## src/rtl/flash_cmd_pkg.sv

```systemverilog
package flash_cmd_pkg;
  localparam logic [7:0] CMD_RD_ARRAY = 8'hFF;
  localparam logic [7:0] CMD_RD_STAT  = 8'h70;
  localparam logic [7:0] CMD_CLR_STAT = 8'h50;
  localparam logic [7:0] CMD_PROG     = 8'h40;
  localparam logic [7:0] CMD_ERASE    = 8'h20;
  localparam logic [7:0] CMD_CONFIRM  = 8'hD0;

  typedef enum logic [1:0] {M_ARRAY, M_STATUS, M_PSETUP, M_ESETUP} mode_t;
  typedef enum logic [1:0] {OP_NONE, OP_PROG, OP_ERASE} op_t;
endpackage

```

## src/rtl/flash_cui.sv

```systemverilog
module flash_cui
  import flash_cmd_pkg::*;
(
  input  logic       clk,
  input  logic       rst,
  input  logic       sleep,
  input  logic       wr,
  input  logic [7:0] wbyte,
  output mode_t      mode,
  output logic       start_prog,
  output logic       start_erase,
  output logic       seq_err,
  output logic       clr_stat
);
  mode_t mode_nx;

  always_comb begin
    mode_nx     = mode;
    start_prog  = 1'b0;
    start_erase = 1'b0;
    seq_err     = 1'b0;
    clr_stat    = 1'b0;
    if (wr) begin
      case (mode)
        M_PSETUP: begin
          start_prog = 1'b1;
          mode_nx    = M_STATUS;
        end
        M_ESETUP: begin
          if (wbyte == CMD_CONFIRM) start_erase = 1'b1;
          else                      seq_err     = 1'b1;
          mode_nx = M_STATUS;
        end
        default: begin
          case (wbyte)
            CMD_RD_ARRAY: mode_nx  = M_ARRAY;
            CMD_RD_STAT:  mode_nx  = M_STATUS;
            CMD_CLR_STAT: clr_stat = 1'b1;
            CMD_PROG:     mode_nx  = M_PSETUP;
            CMD_ERASE:    mode_nx  = M_ESETUP;
            default:      ;
          endcase
        end
      endcase
    end
  end

  always_ff @(posedge clk) begin
    if (rst || sleep) mode <= M_ARRAY;
    else              mode <= mode_nx;
  end
endmodule

```

## src/rtl/flash_wsm.sv

```systemverilog
module flash_wsm
  import flash_cmd_pkg::*;
#(
  parameter int AW       = 4,
  parameter int DW       = 8,
  parameter int BUSY_CYC = 6
) (
  input  logic          clk,
  input  logic          rst,
  input  logic          abort,
  input  logic          vpp_ok,
  input  logic          start_prog,
  input  logic          start_erase,
  input  logic          seq_err,
  input  logic          clr_stat,
  input  logic [AW-1:0] addr,
  input  logic [DW-1:0] wdata,
  output logic          busy,
  output logic [7:0]    stat,
  output logic          commit_prog,
  output logic          commit_erase,
  output logic [AW-1:0] op_addr,
  output logic [DW-1:0] op_data
);
  localparam int CW = $clog2(BUSY_CYC + 1);

  logic [CW-1:0] cnt;
  op_t           op;
  logic          vlost, vfail, pfail, efail;
  logic          last, good_end;

  assign last     = busy && (cnt == CW'(1));
  assign good_end = last && !vlost && vpp_ok && !abort;

  always_ff @(posedge clk) begin
    if (rst || abort) begin
      busy  <= 1'b0;
      cnt   <= '0;
      op    <= OP_NONE;
      vlost <= 1'b0;
      vfail <= 1'b0;
      pfail <= 1'b0;
      efail <= 1'b0;
    end else if (busy) begin
      if (!vpp_ok) vlost <= 1'b1;
      cnt <= cnt - 1'b1;
      if (last) begin
        busy <= 1'b0;
        op   <= OP_NONE;
        if (vlost || !vpp_ok) begin
          vfail <= 1'b1;
          if (op == OP_PROG) pfail <= 1'b1;
          else               efail <= 1'b1;
        end
      end
    end else if (start_prog || start_erase) begin
      if (!vpp_ok) begin
        vfail <= 1'b1;
        pfail <= pfail | start_prog;
        efail <= efail | start_erase;
      end else begin
        busy    <= 1'b1;
        cnt     <= CW'(BUSY_CYC);
        op      <= start_prog ? OP_PROG : OP_ERASE;
        vlost   <= 1'b0;
        op_addr <= addr;
        op_data <= wdata;
      end
    end else if (seq_err) begin
      pfail <= 1'b1;
      efail <= 1'b1;
    end else if (clr_stat) begin
      vfail <= 1'b0;
      pfail <= 1'b0;
      efail <= 1'b0;
    end
  end

  assign commit_prog  = good_end && (op == OP_PROG);
  assign commit_erase = good_end && (op == OP_ERASE);
  assign stat = {~busy, 1'b0, efail, pfail, vfail, 3'b000};
endmodule

```

## src/rtl/flash_array.sv

```systemverilog
module flash_array #(
  parameter int AW     = 4,
  parameter int DW     = 8,
  parameter int BLK_AW = 2
) (
  input  logic          clk,
  input  logic          rst,
  input  logic          prog_en,
  input  logic          erase_en,
  input  logic [AW-1:0] waddr,
  input  logic [DW-1:0] wdata,
  input  logic [AW-1:0] raddr,
  output logic [DW-1:0] rdata
);
  localparam int DEPTH = 1 << AW;

  logic [DW-1:0] mem [DEPTH];

  always_ff @(posedge clk) begin
    for (int i = 0; i < DEPTH; i++) begin
      if (rst)
        mem[i] <= '1;
      else if (erase_en && ((AW'(i) >> BLK_AW) == (waddr >> BLK_AW)))
        mem[i] <= '1;
      else if (prog_en && (AW'(i) == waddr))
        mem[i] <= mem[i] & wdata;
    end
  end

  assign rdata = mem[raddr];
endmodule

```

## src/rtl/flash_cmd_ctrl.sv

```systemverilog
module flash_cmd_ctrl
  import flash_cmd_pkg::*;
#(
  parameter int AW       = 4,
  parameter int DW       = 8,
  parameter int BLK_AW   = 2,
  parameter int BUSY_CYC = 6,
  parameter int WAKE_CYC = 4
) (
  input  logic          clk,
  input  logic          rst,
  input  logic          ce_n,
  input  logic          we_n,
  input  logic          oe_n,
  input  logic          rp_n,
  input  logic          vpp_ok,
  input  logic          vcc_ok,
  input  logic [AW-1:0] addr,
  input  logic [DW-1:0] dq_in,
  output logic [DW-1:0] dq_out,
  output logic          dq_oe
);
  localparam int WW = $clog2(WAKE_CYC + 1);

  logic [WW-1:0] wake_cnt;
  logic          awake, cmd_wr, sleep;
  mode_t         mode;
  logic          start_prog, start_erase, seq_err, clr_stat;
  logic          busy, commit_prog, commit_erase;
  logic [7:0]    stat;
  logic [AW-1:0] op_addr;
  logic [DW-1:0] op_data, arr_rd;

  always_ff @(posedge clk) begin
    if (rst)                  wake_cnt <= '0;
    else if (!rp_n)           wake_cnt <= WW'(WAKE_CYC);
    else if (wake_cnt != '0)  wake_cnt <= wake_cnt - 1'b1;
  end

  assign awake  = rp_n && (wake_cnt == '0);
  assign sleep  = !rp_n || !vcc_ok;
  assign cmd_wr = awake && vcc_ok && !busy && !ce_n && !we_n;

  flash_cui u_cui (
    .clk(clk), .rst(rst), .sleep(sleep), .wr(cmd_wr), .wbyte(dq_in[7:0]),
    .mode(mode), .start_prog(start_prog), .start_erase(start_erase),
    .seq_err(seq_err), .clr_stat(clr_stat)
  );

  flash_wsm #(.AW(AW), .DW(DW), .BUSY_CYC(BUSY_CYC)) u_wsm (
    .clk(clk), .rst(rst), .abort(!rp_n), .vpp_ok(vpp_ok),
    .start_prog(start_prog), .start_erase(start_erase),
    .seq_err(seq_err), .clr_stat(clr_stat), .addr(addr), .wdata(dq_in),
    .busy(busy), .stat(stat), .commit_prog(commit_prog),
    .commit_erase(commit_erase), .op_addr(op_addr), .op_data(op_data)
  );

  flash_array #(.AW(AW), .DW(DW), .BLK_AW(BLK_AW)) u_arr (
    .clk(clk), .rst(rst), .prog_en(commit_prog), .erase_en(commit_erase),
    .waddr(op_addr), .wdata(op_data), .raddr(addr), .rdata(arr_rd)
  );

  always_ff @(posedge clk) begin
    if (rst) begin
      dq_oe  <= 1'b0;
      dq_out <= '0;
    end else begin
      dq_oe  <= awake && !ce_n && !oe_n && we_n;
      dq_out <= (mode == M_ARRAY) ? arr_rd : DW'(stat);
    end
  end
endmodule

```

## config.mk

```make
export PLATFORM = sky130hd
export DESIGN_NAME = flash_cmd_ctrl
export DESIGN_NICKNAME = d
export VERILOG_FILES = /design/src/rtl/flash_cmd_pkg.sv /design/src/rtl/flash_cui.sv /design/src/rtl/flash_wsm.sv /design/src/rtl/flash_array.sv /design/src/rtl/flash_cmd_ctrl.sv
export SDC_FILE = /design/constraint.sdc
export NUM_CORES = 1
export LEC_CHECK = 0
export ABC_AREA = 1
export BUFFER_PORTS_ARGS = -buffer_cell sky130_fd_sc_hd__buf_2
export CAP_MARGIN = 5
export CELL_PAD_IN_SITES_DETAIL_PLACEMENT = 0
export CELL_PAD_IN_SITES_GLOBAL_PLACEMENT = 1
export CORE_MARGIN = 1
export CORE_UTILIZATION = 30
export CTS_CLUSTER_DIAMETER = 80
export CTS_CLUSTER_SIZE = 40
export DETAILED_ROUTE_END_ITERATION = 8
export GPL_ROUTABILITY_DRIVEN = 0
export HOLD_SLACK_MARGIN = 0.06
export PLACE_DENSITY = 0.55
export SLEW_MARGIN = 10
export SYNTH_ARGS = -nofsm -noshare
export SYNTH_HDL_FRONTEND = slang
export SYNTH_HIERARCHICAL = 1
export SYNTH_SLANG_ARGS = --single-unit
```

## constraint.sdc

```tcl
create_clock -name clk -period 3.3 [get_ports clk]
set_input_delay 0.495 -clock clk [delete_from_list [all_inputs] [get_ports clk]]
set_output_delay 0.495 -clock clk [all_outputs]
set_load 0.02 [all_outputs]
```

==> summary.txt <==
Route
  – Wire per inst: 17.1 µm
  – Via count: 6,449
  – Routed Antenna Nets: 0
  – Final WL: 23,900 µm
  – Router iterations before antenna repair: 5
  – Initial DRC Count: 493
  – DR DRC count: 0
  – Vias per cell: 4.62

Layout
  – Multi-input logic area: 0.00277 mm²
  – Syn-to-layout area delta: 14.5%
  – Commonest non-fill, non-tap cells in the layout: nand2_1 (204), inv_1 (178), o21ai_0 (143)
  – N_diodes: 0
  – Layout cells sized above 1: 10.0%
  – Fin nets: 1,037
  – Reg area: 0.00468 mm²
  – Fill cell count: 2,890
  – Commonest non-fill, non-tap cell in the layout: nand2_1

Power
  – Lkg Pwr: 4.12 nW
  – Pint: 3.62 mW
  – Reg power frac: 48.5%
  – Pwr per Cell Area: 487 mW/mm²
  – Total power: 4.65 mW
  – Switching share of power: 22.2%
  – Peak supply drop: 0.251 mV
  – Comb power frac: 6.0%
  – NetSw: 1.03 mW
  – Clock group share of total power: 45.6%

Clocking
  – Setup bufs post-CTS: 0
  – Clock transition at the registers of the reported paths: 0.07 ns
  – Clock root buffer: clkbuf_16
  – H-tree depth: 4
  – Hold Buf Count CTS: 0
  – Post-CTS resize count: 0
  – Cts bufs inserted: 17
  – TritonCTS clock tree: done
  – Clock buffer depth: 2
  – CTS Sinks: 164
  – Clock Latency Late Sink: 0.43 ns

Timing
  – Final period utilization: 84.7%
  – Slew @ Worst Pin: 0.902 ns
  – Final TNS setup: 0 ns
  – Fmax: 358 MHz
  – Hold Fails Final Rpt: 0
  – Max_slew headroom: 39.8%
  – Fin. max-slew vios: 0
  – Finish-stage setup viols: 0
  – Hold_ws: 0.274 ns
  – Tmin final: 2.79 ns
  – Skew final: 0.00853 ns
  – Fin worst setup slack: 0.506 ns
  – Unrepaired setup endpoints after global routing: false

Global routing
  – First-pass GRT wire length: 37,400 µm
  – Largest net degree at the start of global routing: 47
  – GRT overflow: 0
  – Initial antenna violation count: 0
  – GR Util All Layers: 17.6%
  – Vias in the first global route: 6,397

Critical path
  – Startpoint types: flip-flop
  – CP Cell Sequence: inv_1 -> ha_1 -> ha_1 -> nand2_1 -> or2_1 -> nor2_1 -> nand3_1 -> nor3_1 -> inv_1 -> nand2_2 -> nand2_4 -> nor2_1 -> buf_4
  – Critical Path Fanout Max: 13
  – Crit path DAT: 2.91 ns
  – Critical-path top delay cell: dfxtp_1
  – CP delay by family, top: simple AND/OR/NAND/NOR gates
  – CP endpoint kind: flip-flop
  – Critical Path RT: 3.42 ns
  – Critical path class: reg -> reg
  – Bufs and invs on worst path: 3
  – Slowest stage delay, CP: 0.32 ns

Yosys
  – Synth Area per Inst: 8.50 µm²
  – Post-synth EDFFs: 140
  – Netlist cell types: 33
  – YS warnings: 6
  – Syn Inst Count: 981
  – Mapped Area: 0.00834 mm²
  – Post-synthesis sequential area ratio: 56.2%
  – Post-synth ARST share: 0%
  – Top FF cell, synth: edfxtp_1
  – Yosys reg bits: 164

Placed design
  – DP Wirelength: 16,300 µm
  – Worst slack, placed: 0.489 ns
  – Input/output buffers: 28

Min path
  – Worst Hold Class: in -> reg

Die
  – Die height: 169 µm
  – Ports: 29
  – Die X-Extent: 169 µm
  – Core ar.: 0.0271 mm²
  – Starting density of the core: 30.8%
  – Rows: 60
  – Die area: 0.0285 mm²

Flow run
  – Max cap viols: 0

Status
  – Status: completed
-- metrics by stage --
| step | cells | utilization (%) | instance area [µm²] |
|---|---|---|---|
| after global placement | 1365 | 32.9 | 8930 |
| after CTS | 1397 | 35.2 | 9550 |
| after floorplan | 984 | - | 8350 |
| final | 1397 | 35.2 | 9550 |
| after detailed placement | 1365 | 32.9 | 8930 |
| after global routing | 1397 | 35.2 | 9550 |
-- sequential cells by signal (all words and copies together), names as in the netlist, 2 cells and up --
name and flops:
u_arr/mem 128, dq_out 8, u_wsm/op_data 8, u_wsm/op_addr 4, u_wsm/cnt 3, wake_cnt 3, u_cui/mode 2, u_wsm/op 2
-- layout make-up --
| class | count | share of cell area, % |
|---|---|---|
| tap | 372 | 4.87 |
| inverter | 182 | 7.20 |
| timing repair buffer | 50 | 3.33 |
| sequential | 164 | 49.0 |
| multi-input combinational | 597 | 29.0 |
| clock buffer | 20 | 4.68 |
| clock inverter | 12 | 1.87 |
-- power by group through the flow --
stage	clock network, mW	logic [mW]	registers (mW)
global route	2.25	0.308	2.25
floorplan	0	0.158	2.31
global placement	0	0.283	2.30
detailed placement	0	0.282	2.30
finish	2.12	0.278	2.25
CTS	2.18	0.283	2.25
-- worst paths after layout --
kind,start,to,slack [ns],depth (start not counted)
worst max register to register,wake_cnt[0]$_SDFFE_PP0P_,u_wsm/op_addr[0]$_DFFE_PP_,0.51,13
worst min register to register,u_wsm/vlost$_SDFFE_PP0P_,u_wsm/vlost$_SDFFE_PP0P_,0.47,2
worst min-delay path,dq_in[2],u_wsm/op_data[2]$_DFFE_PP_,0.27,1
worst max-delay path,wake_cnt[0]$_SDFFE_PP0P_,u_wsm/op_addr[0]$_DFFE_PP_,0.51,13
-- logic make-up after synthesis --
| logic type | after synthesis | share of synthesized area (%) |
|---|---|---|
| fa+ha+maj | 5 | 0.750 |
| xor+xnor | 1 | 0.105 |
| compound gates | 159 | 9.66 |
| flops | 164 | 56.2 |
| simple gates | 428 | 22.5 |
| other cells | 1 | 0.0450 |
| buf+inv | 223 | 10.8 |
-- worst register-to-register path, cell delays in order (launching register included) --
cell and delay [ns]:
dfxtp_1 0.32, inv_1 0.06, ha_1 0.16, ha_1 0.25, nand2_1 0.09, or2_1 0.23
nor2_1 0.31, nand3_1 0.15, nor3_1 0.31, inv_1 0.12, nand2_2 0.12, nand2_4 0.08
nor2_1 0.09, buf_4 0.22
-- synthesized netlist by cell type (2+ instances only) --
cell type    n  area [µm²]
nand2_1    204         766
inv_1      178         668
o21ai_0    143         716
edfxtp_1   140        4200
nand3_1    130         651
nor2_1      65         244
dfxtp_1     24         480
clkbuf_1    19        71.3
a21oi_1     13        65.1
buf_2       11        55.1
buf_4        7        52.6
nand2_2      6        37.5
nand4_1      6        37.5
ha_1         5        62.6
nor2_4       4        45.0
nor2_2       3        18.8
or2_2        3        18.8
buf_1        2        7.51
buf_6        2        22.5
inv_2        2        7.51
nor3_1       2        10.0
-- routing by layer --
metal	share of wire [%]	up-vias	track usage (%)
met1	50	3064	24.5
met2	46	111	28.3
met4	1.4	0	5.73
met3	3.1	20	2.36
li1	-	3254	-
met5	0	-	0
(Power assumes the default switching activity.)
